`src/rtl/spi_regslave_pkg.sv`:
```
package spi_regslave_pkg;

    typedef enum logic [2:0] {
        ST_IDLE,
        ST_HEADER,
        ST_WRITE,
        ST_READ,
        ST_DISCARD
    } ctrl_state_t;

endpackage

```
`src/rtl/spi_regslave_sync.sv`:
```
module spi_regslave_sync #(
    parameter int STAGES  = 2,
    parameter bit RST_VAL = 1'b0
) (
    input  logic clk,
    input  logic rst_n,
    input  logic d,
    output logic q
);
    logic [STAGES-1:0] ff_q;

    always_ff @(posedge clk or negedge rst_n) begin
        if (!rst_n) begin
            ff_q <= {STAGES{RST_VAL}};
        end else begin
            ff_q <= {ff_q[STAGES-2:0], d};
        end
    end

    assign q = ff_q[STAGES-1];
endmodule

```
`src/rtl/spi_regslave_shift.sv`:
```
module spi_regslave_shift #(
    parameter int DATA_W = 8
) (
    input  logic              clk,
    input  logic              rst_n,
    input  logic              csn_s,
    input  logic              sck_s,
    input  logic              mosi_s,
    input  logic              ld_now,
    input  logic              ld_next,
    input  logic [DATA_W-1:0] ld_byte,
    output logic              byte_done,
    output logic [DATA_W-1:0] rx_byte,
    output logic              miso
);
    localparam int CNT_W = $clog2(DATA_W);
    localparam logic [CNT_W-1:0] LAST_BIT = CNT_W'(DATA_W - 1);

    logic              sck_d;
    logic [CNT_W-1:0]  bit_cnt;
    logic [DATA_W-2:0] rx_sr;
    logic [DATA_W-1:0] tx_sr;
    logic [DATA_W-1:0] pend_byte;
    logic              pend;
    logic              rise;
    logic              fall;

    assign rise = sck_s & ~sck_d & ~csn_s;
    assign fall = ~sck_s & sck_d & ~csn_s;

    always_ff @(posedge clk or negedge rst_n) begin
        if (!rst_n) begin
            sck_d     <= 1'b0;
            bit_cnt   <= '0;
            rx_sr     <= '0;
            tx_sr     <= '0;
            pend_byte <= '0;
            pend      <= 1'b0;
            byte_done <= 1'b0;
            rx_byte   <= '0;
        end else begin
            sck_d     <= sck_s;
            byte_done <= 1'b0;
            if (csn_s) begin
                bit_cnt <= '0;
                tx_sr   <= '0;
                pend    <= 1'b0;
            end else begin
                if (rise) begin
                    rx_sr   <= {rx_sr[DATA_W-3:0], mosi_s};
                    bit_cnt <= bit_cnt + 1'b1;
                    if (bit_cnt == LAST_BIT) begin
                        byte_done <= 1'b1;
                        rx_byte   <= {rx_sr, mosi_s};
                    end
                end
                if (fall) begin
                    if (pend) begin
                        tx_sr <= pend_byte;
                        pend  <= 1'b0;
                    end else begin
                        tx_sr <= {tx_sr[DATA_W-2:0], 1'b0};
                    end
                end
                if (ld_now) begin
                    tx_sr <= ld_byte;
                end else if (ld_next) begin
                    pend_byte <= ld_byte;
                    pend      <= 1'b1;
                end
            end
        end
    end

    assign miso = tx_sr[DATA_W-1];

    p_done_single_r1: assert property (@(posedge clk) disable iff (!rst_n)
        byte_done |=> !byte_done)
        else $error("byte_done held longer than one cycle");
endmodule

```
`src/rtl/spi_regslave_ctrl.sv`:
```
module spi_regslave_ctrl
    import spi_regslave_pkg::*;
#(
    parameter int          ADDR_W      = 6,
    parameter int          DATA_W      = 8,
    parameter logic [5:0]  STROBE_BASE = 6'h30,
    parameter logic [5:0]  FIFO_CODE   = 6'h3E
) (
    input  logic              clk,
    input  logic              rst_n,
    input  logic              csn_s,
    input  logic              byte_done,
    input  logic [DATA_W-1:0] rx_byte,
    input  logic [DATA_W-1:0] status_in,
    input  logic [DATA_W-1:0] reg_rdata,
    output logic              ld_now,
    output logic              ld_next,
    output logic [DATA_W-1:0] ld_byte,
    output logic [ADDR_W-1:0] reg_addr,
    output logic [DATA_W-1:0] reg_wdata,
    output logic              reg_we,
    output logic              strobe_valid,
    output logic [ADDR_W-1:0] strobe_code
);
    localparam logic [ADDR_W-1:0] BASE_A   = ADDR_W'(STROBE_BASE);
    localparam logic [ADDR_W-1:0] FIFO_A   = ADDR_W'(FIFO_CODE);
    localparam logic [ADDR_W-1:0] REG_LAST = BASE_A - 1'b1;

    ctrl_state_t       state_q, state_d;
    logic              csn_d;
    logic              cs_fall;
    logic              burst_q;
    logic [ADDR_W-1:0] addr_q;
    logic [ADDR_W-1:0] hdr_addr;
    logic [ADDR_W-1:0] addr_inc;
    logic              hdr_strobe;
    logic              hdr_fifo;

    assign cs_fall    = csn_d & ~csn_s;
    assign hdr_addr   = rx_byte[ADDR_W-1:0];
    assign hdr_fifo   = (hdr_addr == FIFO_A);
    assign hdr_strobe = (hdr_addr >= BASE_A) && !hdr_fifo;
    assign addr_inc   = (addr_q == REG_LAST) ? '0 : addr_q + 1'b1;

    always_comb begin
        state_d = state_q;
        unique case (state_q)
            ST_IDLE:    if (cs_fall) state_d = ST_HEADER;
            ST_HEADER: begin
                if (byte_done) begin
                    if (hdr_fifo)                state_d = ST_DISCARD;
                    else if (hdr_strobe)         state_d = ST_HEADER;
                    else if (rx_byte[DATA_W-1])  state_d = ST_READ;
                    else                         state_d = ST_WRITE;
                end
            end
            ST_WRITE:   if (byte_done && !burst_q) state_d = ST_HEADER;
            ST_READ:    if (byte_done && !burst_q) state_d = ST_HEADER;
            ST_DISCARD: state_d = ST_DISCARD;
            default:    state_d = ST_IDLE;
        endcase
        if (csn_s) state_d = ST_IDLE;
    end

    always_ff @(posedge clk or negedge rst_n) begin
        if (!rst_n) state_q <= ST_IDLE;
        else        state_q <= state_d;
    end

    always_ff @(posedge clk or negedge rst_n) begin
        if (!rst_n) begin
            csn_d        <= 1'b1;
            burst_q      <= 1'b0;
            addr_q       <= '0;
            reg_we       <= 1'b0;
            reg_wdata    <= '0;
            strobe_valid <= 1'b0;
            strobe_code  <= '0;
            ld_now       <= 1'b0;
            ld_next      <= 1'b0;
        end else begin
            csn_d        <= csn_s;
            reg_we       <= 1'b0;
            strobe_valid <= 1'b0;
            ld_now       <= cs_fall;
            ld_next      <= 1'b0;
            if (reg_we && burst_q) addr_q <= addr_inc;
            if (byte_done && !csn_s) begin
                unique case (state_q)
                    ST_HEADER: begin
                        addr_q  <= hdr_addr;
                        burst_q <= rx_byte[DATA_W-2];
                        ld_next <= !hdr_fifo;
                        if (hdr_strobe) begin
                            strobe_valid <= 1'b1;
                            strobe_code  <= hdr_addr;
                        end
                    end
                    ST_WRITE: begin
                        reg_we    <= 1'b1;
                        reg_wdata <= rx_byte;
                        ld_next   <= 1'b1;
                    end
                    ST_READ: begin
                        if (burst_q) addr_q <= addr_inc;
                        ld_next <= 1'b1;
                    end
                    default: ;
                endcase
            end
        end
    end

    assign ld_byte  = (state_q == ST_READ) ? reg_rdata : status_in;
    assign reg_addr = addr_q;

    p_excl_pulses_r12: assert property (@(posedge clk) disable iff (!rst_n)
        !(reg_we && strobe_valid))
        else $error("write and command pulse overlap");
    p_strobe_single_r12: assert property (@(posedge clk) disable iff (!rst_n)
        strobe_valid |=> !strobe_valid)
        else $error("command pulse longer than one cycle");
    p_we_single_r12: assert property (@(posedge clk) disable iff (!rst_n)
        reg_we |=> !reg_we)
        else $error("write pulse longer than one cycle");
    p_strobe_range_r9: assert property (@(posedge clk) disable iff (!rst_n)
        strobe_valid |-> (strobe_code >= BASE_A) && (strobe_code != FIFO_A))
        else $error("command code outside command range");
    p_we_range_r8: assert property (@(posedge clk) disable iff (!rst_n)
        reg_we |-> reg_addr <= REG_LAST)
        else $error("write to non-register address");
    p_discard_quiet_r10: assert property (@(posedge clk) disable iff (!rst_n)
        (state_q == ST_DISCARD) |=> !strobe_valid && !reg_we)
        else $error("activity during discarded transaction");
endmodule

```
`src/rtl/spi_regslave.sv`:
```
module spi_regslave #(
    parameter int         ADDR_W      = 6,
    parameter int         DATA_W      = 8,
    parameter int         SYNC_STAGES = 2,
    parameter logic [5:0] STROBE_BASE = 6'h30,
    parameter logic [5:0] FIFO_CODE   = 6'h3E
) (
    input  logic              clk,
    input  logic              rst_n,
    input  logic              spi_csn,
    input  logic              spi_sck,
    input  logic              spi_mosi,
    output logic              spi_miso,
    input  logic [DATA_W-1:0] status_in,
    output logic [ADDR_W-1:0] reg_addr,
    output logic [DATA_W-1:0] reg_wdata,
    output logic              reg_we,
    input  logic [DATA_W-1:0] reg_rdata,
    output logic              strobe_valid,
    output logic [ADDR_W-1:0] strobe_code
);
    localparam int         N_SYNC   = 3;
    localparam logic [2:0] SYNC_RST = 3'b001;

    logic [N_SYNC-1:0] raw_in;
    logic [N_SYNC-1:0] sync_out;
    logic              byte_done;
    logic [DATA_W-1:0] rx_byte;
    logic              ld_now;
    logic              ld_next;
    logic [DATA_W-1:0] ld_byte;

    assign raw_in = {spi_mosi, spi_sck, spi_csn};

    for (genvar g = 0; g < N_SYNC; g++) begin : g_sync
        spi_regslave_sync #(
            .STAGES  (SYNC_STAGES),
            .RST_VAL (SYNC_RST[g])
        ) u_sync (
            .clk   (clk),
            .rst_n (rst_n),
            .d     (raw_in[g]),
            .q     (sync_out[g])
        );
    end

    spi_regslave_shift #(.DATA_W(DATA_W)) u_shift (
        .clk       (clk),
        .rst_n     (rst_n),
        .csn_s     (sync_out[0]),
        .sck_s     (sync_out[1]),
        .mosi_s    (sync_out[2]),
        .ld_now    (ld_now),
        .ld_next   (ld_next),
        .ld_byte   (ld_byte),
        .byte_done (byte_done),
        .rx_byte   (rx_byte),
        .miso      (spi_miso)
    );

    spi_regslave_ctrl #(
        .ADDR_W      (ADDR_W),
        .DATA_W      (DATA_W),
        .STROBE_BASE (STROBE_BASE),
        .FIFO_CODE   (FIFO_CODE)
    ) u_ctrl (
        .clk          (clk),
        .rst_n        (rst_n),
        .csn_s        (sync_out[0]),
        .byte_done    (byte_done),
        .rx_byte      (rx_byte),
        .status_in    (status_in),
        .reg_rdata    (reg_rdata),
        .ld_now       (ld_now),
        .ld_next      (ld_next),
        .ld_byte      (ld_byte),
        .reg_addr     (reg_addr),
        .reg_wdata    (reg_wdata),
        .reg_we       (reg_we),
        .strobe_valid (strobe_valid),
        .strobe_code  (strobe_code)
    );
endmodule

```
`config.mk`:
```
export PLATFORM = sky130hd
export DESIGN_NAME = spi_regslave
export DESIGN_NICKNAME = d
export VERILOG_FILES = /design/src/rtl/spi_regslave_pkg.sv /design/src/rtl/spi_regslave_sync.sv /design/src/rtl/spi_regslave_shift.sv /design/src/rtl/spi_regslave_ctrl.sv /design/src/rtl/spi_regslave.sv
export SDC_FILE = /design/constraint.sdc
export NUM_CORES = 1
export LEC_CHECK = 0
export BUFFER_PORTS_ARGS = -buffer_cell sky130_fd_sc_hd__buf_4
export CAP_MARGIN = 15
export CORE_AREA = 2 2 77 79
export CTS_CLUSTER_SIZE = 25
export DETAILED_ROUTE_END_ITERATION = 10
export DIE_AREA = 0 0 79 81
export PLACE_DENSITY = 0.91
export SETUP_SLACK_MARGIN = 0.4
export SYNTH_ARGS = -nofsm -noshare
export SYNTH_HDL_FRONTEND = slang
export SYNTH_SLANG_ARGS = --single-unit
```
`constraint.sdc`:
```
create_clock -name clk -period 3.79 [get_ports clk]
set_input_delay 0.5685 -clock clk [delete_from_list [all_inputs] [get_ports clk]]
set_output_delay 0.5685 -clock clk [all_outputs]
set_load 0.02 [all_outputs]
```
# After elaboration in Yosys (flattened, before gate mapping)
# Cells that the tools add are included.
# word_totals
ff_bits,72
latch_bits,0
rom_bits,0
ram_bits,0
word_cells,95
n_memories,0
# op_classes
n_reduce_logical,18
eq_ne,10
bitwise_logic,9
n_mux,34
mul,0
magnitude_cmp,1
shift,0
addsub,2
div_mod_pow,0
# op_table
op,count
$mux W8,5
$mux W3,8
$mux W6,4
$mux W1,14
$eq A6 B6 Y1 const B,2
$pmux W3 S4,1
$pmux W6 S2,1
$reduce_and A3 Y1,4
$add A6 B1 Y6 const B,1
$eq A3 B2 Y1 const B,2
$eq A3 B3 Y1 const B,2
$ge A6 B6 Y1 const B,1
$reduce_and A2 Y1,3
$and A1 B1 Y1,5
$logic_and A1 B1 Y1,4
$not A1 Y1,4
$add A3 B1 Y3 const B,1
$eq A3 B1 Y1 const B,1
$logic_not A1 Y1,3
$logic_not A3 Y1,1
$ne A3 B1 Y1 const B,1
$ne A3 B2 Y1 const B,1
$ne A3 B3 Y1 const B,1
$reduce_bool A3 Y1,1
3 further kinds,3

# Depth between registers and ports, before layout
# depth
word_depth,8
ltp_mapped,6
mapped_depth_nobuf,5

# By module
# A second synthesis with hierarchy kept.
# unflattened
hier_cells,275
hier_area_um2,3342.0
# by_module_without_submodules
module,seq_area_each_um2,area_per_inst_um2,n_inst,cells_per_inst
spi_regslave_shift,925.9,1605.3,1,121
spi_regslave_ctrl,726.9,1584.0,1,148
spi_regslave_sync (g_sync[1].u_sync ...),50.0,50.0,2,2
spi_regslave_sync (g_sync[0].u_sync),52.6,52.6,1,2

# Least setup slack after synthesis
# No wires, ideal clock.
# synth_timing
path_kind,reg-to-reg
from,register u_ctrl.addr_q[0] (netlist: u_ctrl.reg_addr[0])
to,register u_ctrl.addr_q[4] (netlist: u_ctrl.reg_addr[4])
synth_period_minus_slack_ns,1.643
setup_time_ns,0.130
setup_slack_ns,2.147
arrival_ns,1.513
stages_incl_launch_ff,6
n_path_buf,0
path_cell_list,dfrtp_1 -> ha_1 -> nand4_1 -> mux2_2 -> a221oi_1 -> a21oi_1
# synth_via
elab_chain_len,6
# synth_rtl
item,line_no,text
"start, declared",spi_regslave_ctrl.sv:33,logic [ADDR_W-1:0] addr_q;
"start signal, assigned",spi_regslave_ctrl.sv:87,if (reg_we && burst_q) addr_q <= addr_inc;
"start signal, assigned",spi_regslave_ctrl.sv:91,addr_q <= hdr_addr;
"start signal, assigned",spi_regslave_ctrl.sv:105,if (burst_q) addr_q <= addr_inc;
$add A6 B1 Y6 or $eq A6 B6 Y1 (tied branches),spi_regslave_ctrl.sv:43,assign addr_inc = (addr_q == REG_LAST) ? '0 : addr_q + 1'b1;
$mux W6 (*),spi_regslave_ctrl.sv:43,
$mux W6,spi_regslave_ctrl.sv:87,
$mux W6,spi_regslave_ctrl.sv:105,
$pmux W6 S2,spi_regslave_ctrl.sv:89,unique case (state_q)
$mux W6 (*),spi_regslave_ctrl.sv:88,if (byte_done && !csn_s) begin
# Every way passes the cells marked *; elsewhere a longest branch is shown, timed or not.
# A chain may end at the register's enable or synchronous reset.

# Worst setup path after layout
# layout_timing
from,register u_ctrl.state_q[1]
to,register u_ctrl.addr_q[5] (netlist: u_ctrl.reg_addr[5])
# layout_via
elab_chain_len,3
# layout_rtl
item,line_no,text
"start, declared",spi_regslave_ctrl.sv:29,"ctrl_state_t state_q, state_d;"
"start signal, assigned",spi_regslave_ctrl.sv:67,else state_q <= state_d;
$eq A3 B2 Y1 or $eq A3 B1 Y1 (tied branches),spi_regslave_ctrl.sv:89,
$pmux W6 S2 (*),spi_regslave_ctrl.sv:89,
$mux W6 (*),spi_regslave_ctrl.sv:88,
# Marks and branches as above.

==> flow_summary.json <==
{
  "yosys_warnings": 0,
  "globalplace.congestion": 0.904,
  "syn_nets": 294,
  "grt-ovfl-total": 0,
  "rows": 28,
  "viasPerCell": 5.99,
  "clk_pin_slew_ns": 0.07,
  "layout_common_cells": "dfrtp_1, buf_4, mux2_2",
  "clkSinkCount": 72,
  "synth_cells": 270,
  "die_h_um": 81,
  "arrival_ns": 2.19,
  "path_class": "reg2reg",
  "yosysSeqAreaShare": 0.552,
  "timing.final.crit_period_ns": 1.91,
  "end_kind": "flop",
  "grt_pass1_vias": 2280,
  "firstDrtPassIters": 4,
  "nNetsFinal": 334,
  "ant_nets": 0,
  "p_per_area_mw_per_mm2": 410,
  "final_common_cell": "dfrtp_1",
  "postCtsSetupBuffers": 0,
  "worstPathCellList": "nand3b_1, or4_1, a31oi_1",
  "cts_tree": "built",
  "drc_errors": 0,
  "synth.avg_cell_area_um2": 12.1,
  "routed_wl_um": 6360,
  "syn_area_mm2": 0.00327,
  "hold_class": "in2async",
  "ys.flop_type": "dfrtp_1",
  "place_hpwl_um": 4290,
  "fin_tns_setup_ns": 0,
  "htree_levels": 3,
  "max_slew.worst_pin.slew_ns": 0.998,
  "drt_iter0_markers": 239,
  "syn_to_final_growth_pct": 16.4,
  "fillCellCount": 405,
  "finClkSkew_ns": 0.00667,
  "wire_per_inst_um": 16.3,
  "initial_core_util": 0.576,
  "p_leak_nw": 1.87,
  "async_flop_share": 1.00,
  "cp_max_fo": 9,
  "maxCapViolations": 0,
  "status": "finished clean",
  "max_stage_delay_ns": 0.65,
  "die-area_mm2": 0.00640,
  "finalCritPeriodShare": 0.505,
  "grt_pass1_wl_um": 10600,
  "setup_viol": 0,
  "worst_setup_path_start_kind": "flop",
  "holdBufCountCts": 0,
  "ir_drop_uv": 311,
  "via_count": 2336,
  "synth.distinct_cells": 52,
  "grt_antenna_before_repair": 0,
  "cp_slowest_cell": "or4_1",
  "synth-edff-count": 0,
  "cts_root_buffer": "clkbuf_8",
  "drive_above_1_share": 0.317,
  "pin_count": 44,
  "rrSetupSlack_ns": 1.88,
  "numCtsBuffers": 9,
  "multi_input_area_mm2": 0.00137,
  "portBuffers": 43,
  "fmax_mhz": 523,
  "timing.slew.headroom": 0.332,
  "slew_viol_final": 0,
  "die_w_um": 79,
  "ys_ff_latch": 72,
  "cts_resized": 0,
  "antenna-diode-count": 0,
  "clk_latency_ns": 0.35,
  "final_util": 0.671,
  "ff_latch_area_mm2": 0.00181,
  "required_ns": 4.06,
  "rsz0062_at_grt": "false",
  "finalHoldViolations": 0,
  "grt_start_max_net_pins": 73,
  "cts_buffer_depth": 2,
  "path_buf_inv": 0,
  "core-area_mm2": 0.00568,
  "critPathTopFamily": "simple AND/OR/NAND/NOR gates",
  "gr-usage-all-layers": 0.215
}
kinds of logic (layout without fill, tap and decap cells):
kind of cell,count (synthesis),in the layout,share of synthesized area
simple gates,76,76,0.138
flops,72,72,0.552
compound gates,55,55,0.121
mux,42,42,0.140
buf+inv,19,64,0.0298
fa+ha+maj,3,3,0.0115
xor+xnor,3,3,0.00804
metrics by stage:
stage | instances | cell area, um^2 | power [mW] | setup WS [ns] | hold slack (ns)
floorplan | 270 | 3270 | 0.916 | 2.15 | 0.273
global placement | 374 | 3610 | 0.963 | 1.96 | 0.334
detailed placement | 374 | 3610 | 0.970 | 1.91 | 0.342
CTS | 390 | 3810 | 1.57 | 1.88 | 0.315
global route | 390 | 3810 | 1.63 | 1.77 | 0.312
finish | 390 | 3810 | 1.56 | 1.88 | 0.325
worst register-to-register path, delay by kind of cell, from the launching register on:
| family | cells | cell delay [ns] |
|---|---|---|
| and+or+nand+nor | 2 | 1.14 |
| AOI/OAI and AO/OA | 1 | 0.17 |
| DFF | 1 | 0.54 |
power breakdown:
group          total [mW]  internal (mW)  switching [mW]
sequential          0.849          0.814          0.0348
clock               0.607          0.338           0.269
combinational       0.106         0.0592          0.0466
total                1.56           1.21           0.350
final timing paths:
path | cells after the start | to | startpoint
hold / removal | 1 | u_ctrl.reg_wdata[1] | rst_n
min in group clk | 1 | g_sync[2].u_sync.ff_q[0] | spi_mosi
hold reg to reg | 0 | g_sync[0].u_sync.ff_q[1] | g_sync[0].u_sync.ff_q[0]
setup reg to reg | 3 | u_ctrl.reg_addr[5] | u_ctrl.state_q[1]
setup / recovery | 3 | u_ctrl.reg_addr[5] | u_ctrl.state_q[1]
max in group asynchronous | 1 | u_shift.bit_cnt[0] | rst_n
cells in the mapped netlist (2+ instances only):
master	number	area (um^2)
dfrtp_1	69	1730
mux2_2	29	327
a21oi_1	17	85.1
nor2_1	16	60.1
mux2i_1	13	130
nand2_1	13	48.8
nor2b_1	11	68.8
a211o_1	7	61.3
a32o_1	7	70.1
clkbuf_1	7	26.3
a211oi_1	5	37.5
nand3_1	5	25.0
a31oi_1	4	25.0
and3_1	4	25.0
inv_1	4	15.0
buf_2	3	15.0
dfstp_2	3	78.8
ha_1	3	37.5
nand3b_1	3	22.5
o21ai_0	3	15.0
or2_2	3	18.8
a221oi_1	2	17.5
and4b_1	2	20.0
buf_4	2	15.0
buf_6	2	22.5
nand2b_1	2	12.5
nand4_1	2	12.5
nor3_1	2	10.0
o211ai_1	2	15.0
o31ai_1	2	15.0
xor2_1	2	17.5
registers in the layout, indices dropped and copies added (netlist names), 3 cells and up:
| register | cells |
|---|---|
| u_shift.rx_byte | 8 |
| u_ctrl.reg_wdata | 8 |
| u_shift.bit_cnt | 3 |
| u_shift.tx_sr | 8 |
| u_ctrl.state_q | 3 |
| u_shift.rx_sr | 7 |
| g_sync.u_sync.ff_q | 6 |
| u_ctrl.strobe_code | 6 |
| u_shift.pend_byte | 8 |
| u_ctrl.reg_addr | 6 |
area by class of cell:
type	count	area share
clock inverter	3	0.0105
timing repair buffer	43	0.0848
clock buffer	13	0.0417
sequential	72	0.474
multi-input combinational	179	0.359
inverter	5	0.00493
tap	75	0.0247
per-layer routing:
| layer | wire length (um) | global-route usage | up-vias |
|---|---|---|---|
| met4 | 110 | 0.0966 | 0 |
| met3 | 332 | 0.0544 | 13 |
| li1 | - | - | 1079 |
| met5 | 0 | 0 | - |
| met2 | 3190 | 0.340 | 69 |
| met1 | 2720 | 0.282 | 1175 |
No activity file was read; power rests on OpenSTA's default activity.
